==> src/rtl/ffemu_pkg.sv <==
package ffemu_pkg;

  function automatic logic act_hi(input logic v, input bit pol);
    return pol ? v : ~v;
  endfunction

  function automatic logic [63:0] load_sel(input logic [63:0] cur, input logic [63:0] ldv,
                                           input logic en);
    return en ? ldv : cur;
  endfunction

  function automatic logic [63:0] sr_apply(input logic [63:0] cur, input logic [63:0] s,
                                           input logic [63:0] c);
    return (cur | s) & ~c;
  endfunction

endpackage

==> src/rtl/ffemu_sreg.sv <==
module ffemu_sreg #(
  parameter int W = 8,
  parameter logic [W-1:0] INIT = '0
) (
  input  logic         gclk,
  input  logic         rst_n,
  input  logic [W-1:0] din,
  output logic [W-1:0] dout
);
  always_ff @(posedge gclk or negedge rst_n) begin
    if (!rst_n) dout <= INIT;
    else        dout <= din;
  end
endmodule

==> src/rtl/ffemu_edge.sv <==
module ffemu_edge #(
  parameter bit POL = 1'b1
) (
  input  logic gclk,
  input  logic rst_n,
  input  logic uclk,
  output logic edge_o
);
  logic clk_s;
  ffemu_sreg #(.W(1), .INIT(POL)) u_clk_s (
    .gclk(gclk), .rst_n(rst_n), .din(uclk), .dout(clk_s)
  );
  generate
    if (POL) begin : g_rise
      assign edge_o = ~clk_s & uclk;
    end else begin : g_fall
      assign edge_o = clk_s & ~uclk;
    end
  endgenerate
endmodule

==> src/rtl/ffemu_pass.sv <==
module ffemu_pass
  import ffemu_pkg::*;
#(
  parameter int W = 8,
  parameter bit HAS_LD = 1'b1,
  parameter bit HAS_SR = 1'b1,
  parameter bit HAS_RST = 1'b1,
  parameter logic [W-1:0] RST_VAL = '0
) (
  input  logic [W-1:0] qin,
  input  logic         ld_a,
  input  logic [W-1:0] ldv,
  input  logic [W-1:0] set_a,
  input  logic [W-1:0] clr_a,
  input  logic         rst_a,
  output logic [W-1:0] qout
);
  logic [W-1:0] after_ld, after_sr;
  logic [63:0]  ld_w, sr_w;

  generate
    if (HAS_LD) begin : g_ld
      assign ld_w     = load_sel(64'(qin), 64'(ldv), ld_a);
      assign after_ld = ld_w[W-1:0];
    end else begin : g_no_ld
      assign ld_w     = '0;
      assign after_ld = qin;
    end
    if (HAS_SR) begin : g_sr
      assign sr_w     = sr_apply(64'(after_ld), 64'(set_a), 64'(clr_a));
      assign after_sr = sr_w[W-1:0];
    end else begin : g_no_sr
      assign sr_w     = '0;
      assign after_sr = after_ld;
    end
    if (HAS_RST) begin : g_rst
      assign qout = rst_a ? RST_VAL : after_sr;
    end else begin : g_no_rst
      assign qout = after_sr;
    end
  endgenerate

  logic unused_ok;
  assign unused_ok = ^{ld_w, sr_w, ld_a, ldv, set_a, clr_a, rst_a};
endmodule

==> src/rtl/ffemu_top.sv <==
module ffemu_top
  import ffemu_pkg::*;
#(
  parameter int W = 8,
  parameter bit HAS_CLK = 1'b1,
  parameter bit CLK_POL = 1'b1,
  parameter bit HAS_LD = 1'b1,
  parameter bit LD_POL = 1'b1,
  parameter bit HAS_SR = 1'b1,
  parameter bit SET_POL = 1'b1,
  parameter bit CLR_POL = 1'b1,
  parameter bit HAS_RST = 1'b1,
  parameter bit RST_POL = 1'b1,
  parameter logic [W-1:0] INIT_VAL = 8'h5A,
  parameter logic [W-1:0] RST_VAL = 8'hC3
) (
  input  logic         gclk,
  input  logic         rst_n,
  input  logic         uclk,
  input  logic [W-1:0] d,
  input  logic         ld,
  input  logic [W-1:0] ld_data,
  input  logic [W-1:0] set_v,
  input  logic [W-1:0] clr_v,
  input  logic         arst,
  output logic [W-1:0] q
);
  localparam int NPASS = 2;

  // active-high current values of controls
  logic         ld_a, rst_a;
  logic [W-1:0] set_a, clr_a;
  // registered (previous-cycle) values
  logic         ld_s, rst_s;
  logic [W-1:0] set_s, clr_s, ldv_s, d_s, q_hold;
  // internal events
  logic         uclk_edge;
  logic [W-1:0] base_q;

  assign ld_a  = HAS_LD  ? act_hi(ld, LD_POL)   : 1'b0;
  assign rst_a = HAS_RST ? act_hi(arst, RST_POL) : 1'b0;
  assign set_a = HAS_SR  ? (SET_POL ? set_v : ~set_v) : '0;
  assign clr_a = HAS_SR  ? (CLR_POL ? clr_v : ~clr_v) : '0;

  ffemu_sreg #(.W(W), .INIT(INIT_VAL)) u_qhold (
    .gclk(gclk), .rst_n(rst_n), .din(q), .dout(q_hold)
  );

  generate
    if (HAS_CLK) begin : g_clk
      ffemu_edge #(.POL(CLK_POL)) u_edge (
        .gclk(gclk), .rst_n(rst_n), .uclk(uclk), .edge_o(uclk_edge)
      );
      ffemu_sreg #(.W(W), .INIT('0)) u_d_s (
        .gclk(gclk), .rst_n(rst_n), .din(d), .dout(d_s)
      );
    end else begin : g_no_clk
      assign uclk_edge = 1'b0;
      assign d_s       = '0;
    end

    if (HAS_LD) begin : g_ld
      ffemu_sreg #(.W(1), .INIT(1'b0)) u_ld_s (
        .gclk(gclk), .rst_n(rst_n), .din(ld_a), .dout(ld_s)
      );
      ffemu_sreg #(.W(W), .INIT('0)) u_ldv_s (
        .gclk(gclk), .rst_n(rst_n), .din(ld_data), .dout(ldv_s)
      );
    end else begin : g_no_ld
      assign ld_s  = 1'b0;
      assign ldv_s = '0;
    end

    if (HAS_SR) begin : g_sr
      ffemu_sreg #(.W(W), .INIT('0)) u_set_s (
        .gclk(gclk), .rst_n(rst_n), .din(set_a), .dout(set_s)
      );
      ffemu_sreg #(.W(W), .INIT('0)) u_clr_s (
        .gclk(gclk), .rst_n(rst_n), .din(clr_a), .dout(clr_s)
      );
    end else begin : g_no_sr
      assign set_s = '0;
      assign clr_s = '0;
    end

    if (HAS_RST) begin : g_rst
      ffemu_sreg #(.W(1), .INIT(1'b0)) u_rst_s (
        .gclk(gclk), .rst_n(rst_n), .din(rst_a), .dout(rst_s)
      );
    end else begin : g_no_rst
      assign rst_s = 1'b0;
    end
  endgenerate

  assign base_q = uclk_edge ? d_s : q_hold;

  // pass 0 uses sampled values, pass 1 current values
  logic [NPASS-1:0]        ph_ld, ph_rst;
  logic [NPASS-1:0][W-1:0] ph_ldv, ph_set, ph_clr;
  logic [NPASS:0][W-1:0]   chain;

  assign ph_ld  = {ld_a, ld_s};
  assign ph_rst = {rst_a, rst_s};
  assign ph_ldv = {ld_data, ldv_s};
  assign ph_set = {set_a, set_s};
  assign ph_clr = {clr_a, clr_s};
  assign chain[0] = base_q;

  generate
    for (genvar p = 0; p < NPASS; p++) begin : g_pass
      ffemu_pass #(
        .W(W), .HAS_LD(HAS_LD), .HAS_SR(HAS_SR), .HAS_RST(HAS_RST), .RST_VAL(RST_VAL)
      ) u_pass (
        .qin(chain[p]), .ld_a(ph_ld[p]), .ldv(ph_ldv[p]),
        .set_a(ph_set[p]), .clr_a(ph_clr[p]), .rst_a(ph_rst[p]),
        .qout(chain[p+1])
      );
    end
  endgenerate

  assign q = chain[NPASS];
endmodule

==> config.mk <==
export PLATFORM = sky130hd
export DESIGN_NAME = ffemu_top
export DESIGN_NICKNAME = d
export VERILOG_FILES = /design/src/rtl/ffemu_pkg.sv /design/src/rtl/ffemu_sreg.sv /design/src/rtl/ffemu_edge.sv /design/src/rtl/ffemu_pass.sv /design/src/rtl/ffemu_top.sv
export SDC_FILE = /design/constraint.sdc
export NUM_CORES = 1
export LEC_CHECK = 0
export BUFFER_PORTS_ARGS = -buffer_cell sky130_fd_sc_hd__buf_2
export CAP_MARGIN = 20
export CORE_MARGIN = 2
export CORE_UTILIZATION = 25
export DETAILED_ROUTE_END_ITERATION = 7
export PLACE_DENSITY = 0.42
export SLEW_MARGIN = 20
export SYNTH_ARGS = -nofsm -noshare
export SYNTH_HDL_FRONTEND = slang
export SYNTH_HIERARCHICAL = 1
export SYNTH_SLANG_ARGS = --single-unit
==> constraint.sdc <==
create_clock -name gclk -period 1.7 [get_ports gclk]
set_input_delay 0.17 -clock gclk [delete_from_list [all_inputs] [get_ports gclk]]
set_output_delay 0.17 -clock gclk [all_outputs]
set_load 0.03 [all_outputs]
# Yosys cells after proc, flatten, opt, wreduce, memory -nomap -nowiden

Cells that the tools add are included.

Word-level logic and storage cells: 21
Register bits after elaboration: 43
Input bits: 37
Output and inout bits: 8

Bitwise gates (word level): 8
Mux-type cells: 5

Operator list:

| cell              | number |
|---|---|
| two-way mux 8 bit | 5 |
| bitwise AND 8 bit | 2 |
| inverter 8 bit    | 2 |
| OR 8 bit          | 2 |
| bitwise AND 1 bit | 1 |
| inverter 1 bit    | 1 |

# Depth between registers and ports, before layout

Word-level depth: 11
Depth in mapped cells: 7
Gate-level depth less buffers: 6

# Hierarchy

Netlist, hierarchy kept.

Modules (own cells, without submodules):

| module                            | sequential area each (µm²) | cells each | area an instance (µm²) | times used |
|---|---|---|---|---|
| ffemu_sreg (g_clk.u_d_s ...)      | 200.2                      | 8          | 200.2                  | 4 |
| ffemu_pass                        | 0.0                        | 30         | 201.4                  | 2 |
| ffemu_sreg (u_qhold)              | 205.2                      | 8          | 205.2                  | 1 |
| ffemu_top                         | 0.0                        | 9          | 131.4                  | 1 |
| ffemu_sreg (g_ld.u_ld_s ...)      | 25.0                       | 1          | 25.0                   | 2 |
| ffemu_sreg (g_clk.u_edge.u_clk_s) | 26.3                       | 1          | 26.3                   | 1 |
| ffemu_edge                        | 0.0                        | 1          | 13.8                   | 1 |

# Worst setup path after synthesis

No wires, ideal clock.

Path type: register to register
Start: register g_clk.u_edge.u_clk_s.dout
End: register u_qhold.dout[3]
Period minus slack after synthesis: 2.286 ns
Arrival: 2.084 ns
Data required time: 1.497 ns
Setup time: 0.203 ns
Path buffers: 1
Cell stages (with the launch flop): 8
Setup slack: -0.586 ns
Path through: dfstp_2 nor2b_4 buf_6 mux2_4 mux2i_1 a211oi_1 mux2i_1 a211oi_1

RTL lines:

| what                   | RTL line         | RTL |
|---|---|---|
| start, declared        | ffemu_sreg.sv:8  | `output logic [W-1:0] dout` |
| start signal, assigned | ffemu_sreg.sv:12 | `else dout <= din;` |
| end signal, assigned   | ffemu_sreg.sv:12 |  |
| end, declared          | ffemu_sreg.sv:8  |  |

==> metrics.csv <==
metric,value,unit
hp-class,in -> reg,
path_cells,"nor2b_4, buf_12, mux2_4, mux2i_2, a211oi_2, mux2i_1, a211oi_4, buf_6",
clock_latency,0.30,ns
cts-root-buf,clkbuf_8,
initialDrtViolationCount,35,
power,2159,µW
hold_violations,0,
max_stage_delay,0.55,ns
critical_path.slowest_cell,dfstp_2,
fin_crit_sh,1.331,
wl_per_cell,13.69,µm
die_area,7183,µm²
regToRegSetupSlack,-0.37,ns
crit_type,reg -> out,
outcome,"finished, violations left",
synth_top_cell_by_area,dfrtp_1,
io_pins,45,
slew_headroom,0.6559,
cts_sinks,43,
placementRows,29,
tightest_slew,0.5162,ns
yosysTopAreaCellShare,0.5833,
clk_path_buf_depth,2,
violations,setup timing,
crit_buf_inv,2,
dieHeight,84.76,µm
grt_use_total,0.1161,
synth_cell_types,12,
ctsHtreeMaxLevel,2,
cp-start-kind,flip-flop,
cts_tree,done,
layout_common_cells,"dfrtp_1, buf_2, dlygate4sd3_1, mux2i_1, buf_4",
antenna_found_initial,0,
layout_commonest_cell,dfrtp_1,
drc,0,
portBuffers,44,
syn_inst,113,
power.leakage,0.001207,µW
synthesis.area,1630,µm²
fmax,442.1,MHz
setup_viol,14,
grt_max_degree,24,
cp_top_family,multiplexers,
ir_worst_vdd,271.6,µV
yosysWarnings,6,
final_nets,242,
setup_tns,-5.325,ns
fin_skew,0.01017,ns
path_clk_slew,0.09,ns
vias_per_cell,4.053,
fillers,608,
required,1.53,ns
numCtsBuffers,5,
globalRouteOverflowTotal,0,
finalWirelength,3.873,mm
grt_pass1_wl,6.272,mm
hpwl,2.638,mm
antenna_cells,0,
finalCriticalPeriod,2.262,ns
core_area,6314,µm²
drive_above_1_share,0.4563,
post-place-ws,-0.2563,ns
finalMaxSlewViolations,0,
p_per_area,832.9,nW/µm²
ant_nets,0,
grt_pass1_vias,1280,
avgSynthCellArea,14.43,µm²
die_w,84.76,µm
gp_congestion,0.7224,
yosysSeqAreaShare,0.6639,
maxCapViolCount,0,
setup_ws,-0.5620,ns
crit_path_end_kind,output pin,
areaGrowthSynthToFinish,59.02,%
rsz0062_at_grt,true,
synth_area_leaders,"dfrtp_1, mux2i_1, dfstp_2, mux2_4, a211oi_1",
firstDrtPassIters,4,
synth_nets,150,
path_max_fanout,6,
vias,1147,
ys_ff_latch,43,
start_util,0.2582,
cp.arrival,2.09,ns
-- routing by layer --
metal | vias up | GRT usage | wire length [µm]
met5 | - | 0 | 0
met4 | 0 | 0.04762 | 47
met1 | 559 | 0.1425 | 1757
met3 | 4 | 0.03048 | 130
met2 | 27 | 0.1940 | 1937
li1 | 557 | - | -
-- final timing paths --
path                                                startpoint                             end  cells past startpoint
min in group asynchronous                                rst_n  g_sr.u_set_s/dout[6]$_DFF_PN0_                      2
hold reg to reg                 g_sr.u_clr_s/dout[4]$_DFF_PN0_       u_qhold/dout[4]$_DFF_PN1_                      3
setup / recovery           g_clk.u_edge/u_clk_s/dout$_DFF_PN1_                            q[2]                      8
hold / removal                                        clr_v[4]  g_sr.u_clr_s/dout[4]$_DFF_PN0_                      1
max in group asynchronous                                rst_n       u_qhold/dout[3]$_DFF_PN1_                      3
setup reg to reg           g_clk.u_edge/u_clk_s/dout$_DFF_PN1_       u_qhold/dout[1]$_DFF_PN1_                     11
-- registers in the layout (all words and copies together), names as in the netlist --
| name | count |
|---|---|
| g_clk.u_d_s/dout | 8 |
| g_ld.u_ldv_s/dout | 8 |
| g_sr.u_clr_s/dout | 8 |
| g_sr.u_set_s/dout | 8 |
| u_qhold/dout | 8 |
| g_clk.u_edge/u_clk_s/dout | 1 |
| g_ld.u_ld_s/dout | 1 |
| g_rst.u_rst_s/dout | 1 |
-- logic make-up (layout without fill, tap and decap cells) --
kind of cell | after synthesis | count (layout) | share of synthesized area
mux | 24 | 24 | 0.1719
simple gates | 17 | 17 | 0.05756
flops | 43 | 43 | 0.6639
buf+inv | 13 | 106 | 0.04528
compound gates | 16 | 16 | 0.06140
-- where the power goes --
group | total [µW] | leakage (µW) | internal (µW) | switching (µW)
clock network | 687 | 0.0000474 | 332 | 355
logic | 365 | 0.000663 | 207 | 158
registers | 1110 | 0.000497 | 1080 | 25.5
-- synth_stat cells --
cell type and instances:
a211oi_1 8, buf_6 3, inv_1 8, a21oi_1 8, nor2b_1 8, nor2_1 8, dfstp_2 5, buf_2 2
mux2_4 8, dfrtp_1 38, mux2i_1 16, nor2b_4 1
-- layout make-up --
type | count | area (µm²) | area share
clock buffers | 6 | 82.58 | 0.03185
clock inverters | 2 | 16.27 | 0.006274
inverters | 8 | 30.03 | 0.01158
multi-input cells | 57 | 556.8 | 0.2148
flip-flops and latches | 43 | 1082 | 0.4175
well taps | 77 | 96.34 | 0.03716
repair buffers | 90 | 728.2 | 0.2809
-- worst register-to-register path, delay by kind of cell (launching register included) --
kind / cells / cell delay (ns)
compound gates: 2 / 0.18
simple gates: 1 / 0.05
buf+inv: 5 / 0.64
flops: 1 / 0.55
mux: 3 / 0.60
-- stage by stage --
stage	cell area (µm²)	std cells	util	hold slack, ns
after global routing	2592	283	0.4106	0.005658
final	2592	283	0.4106	0.02159
after floorplan	1695	113	-	-0.1256
after CTS	2557	281	0.4051	0.006712
after global placement	2068	239	0.3276	0.1681
after detailed placement	2068	239	0.3276	0.1737
-- repair_timing --
action | 4_1_cts | 5_1_grt
hold buffers | 29 | 1
pin swaps | 2 | 1
hold endpoints to repair | 46 | 1
resized for setup | 16 | 4
setup endpoints to repair | 14 | 16
setup buffers | 5 | 2
(Power assumes the default switching activity.)
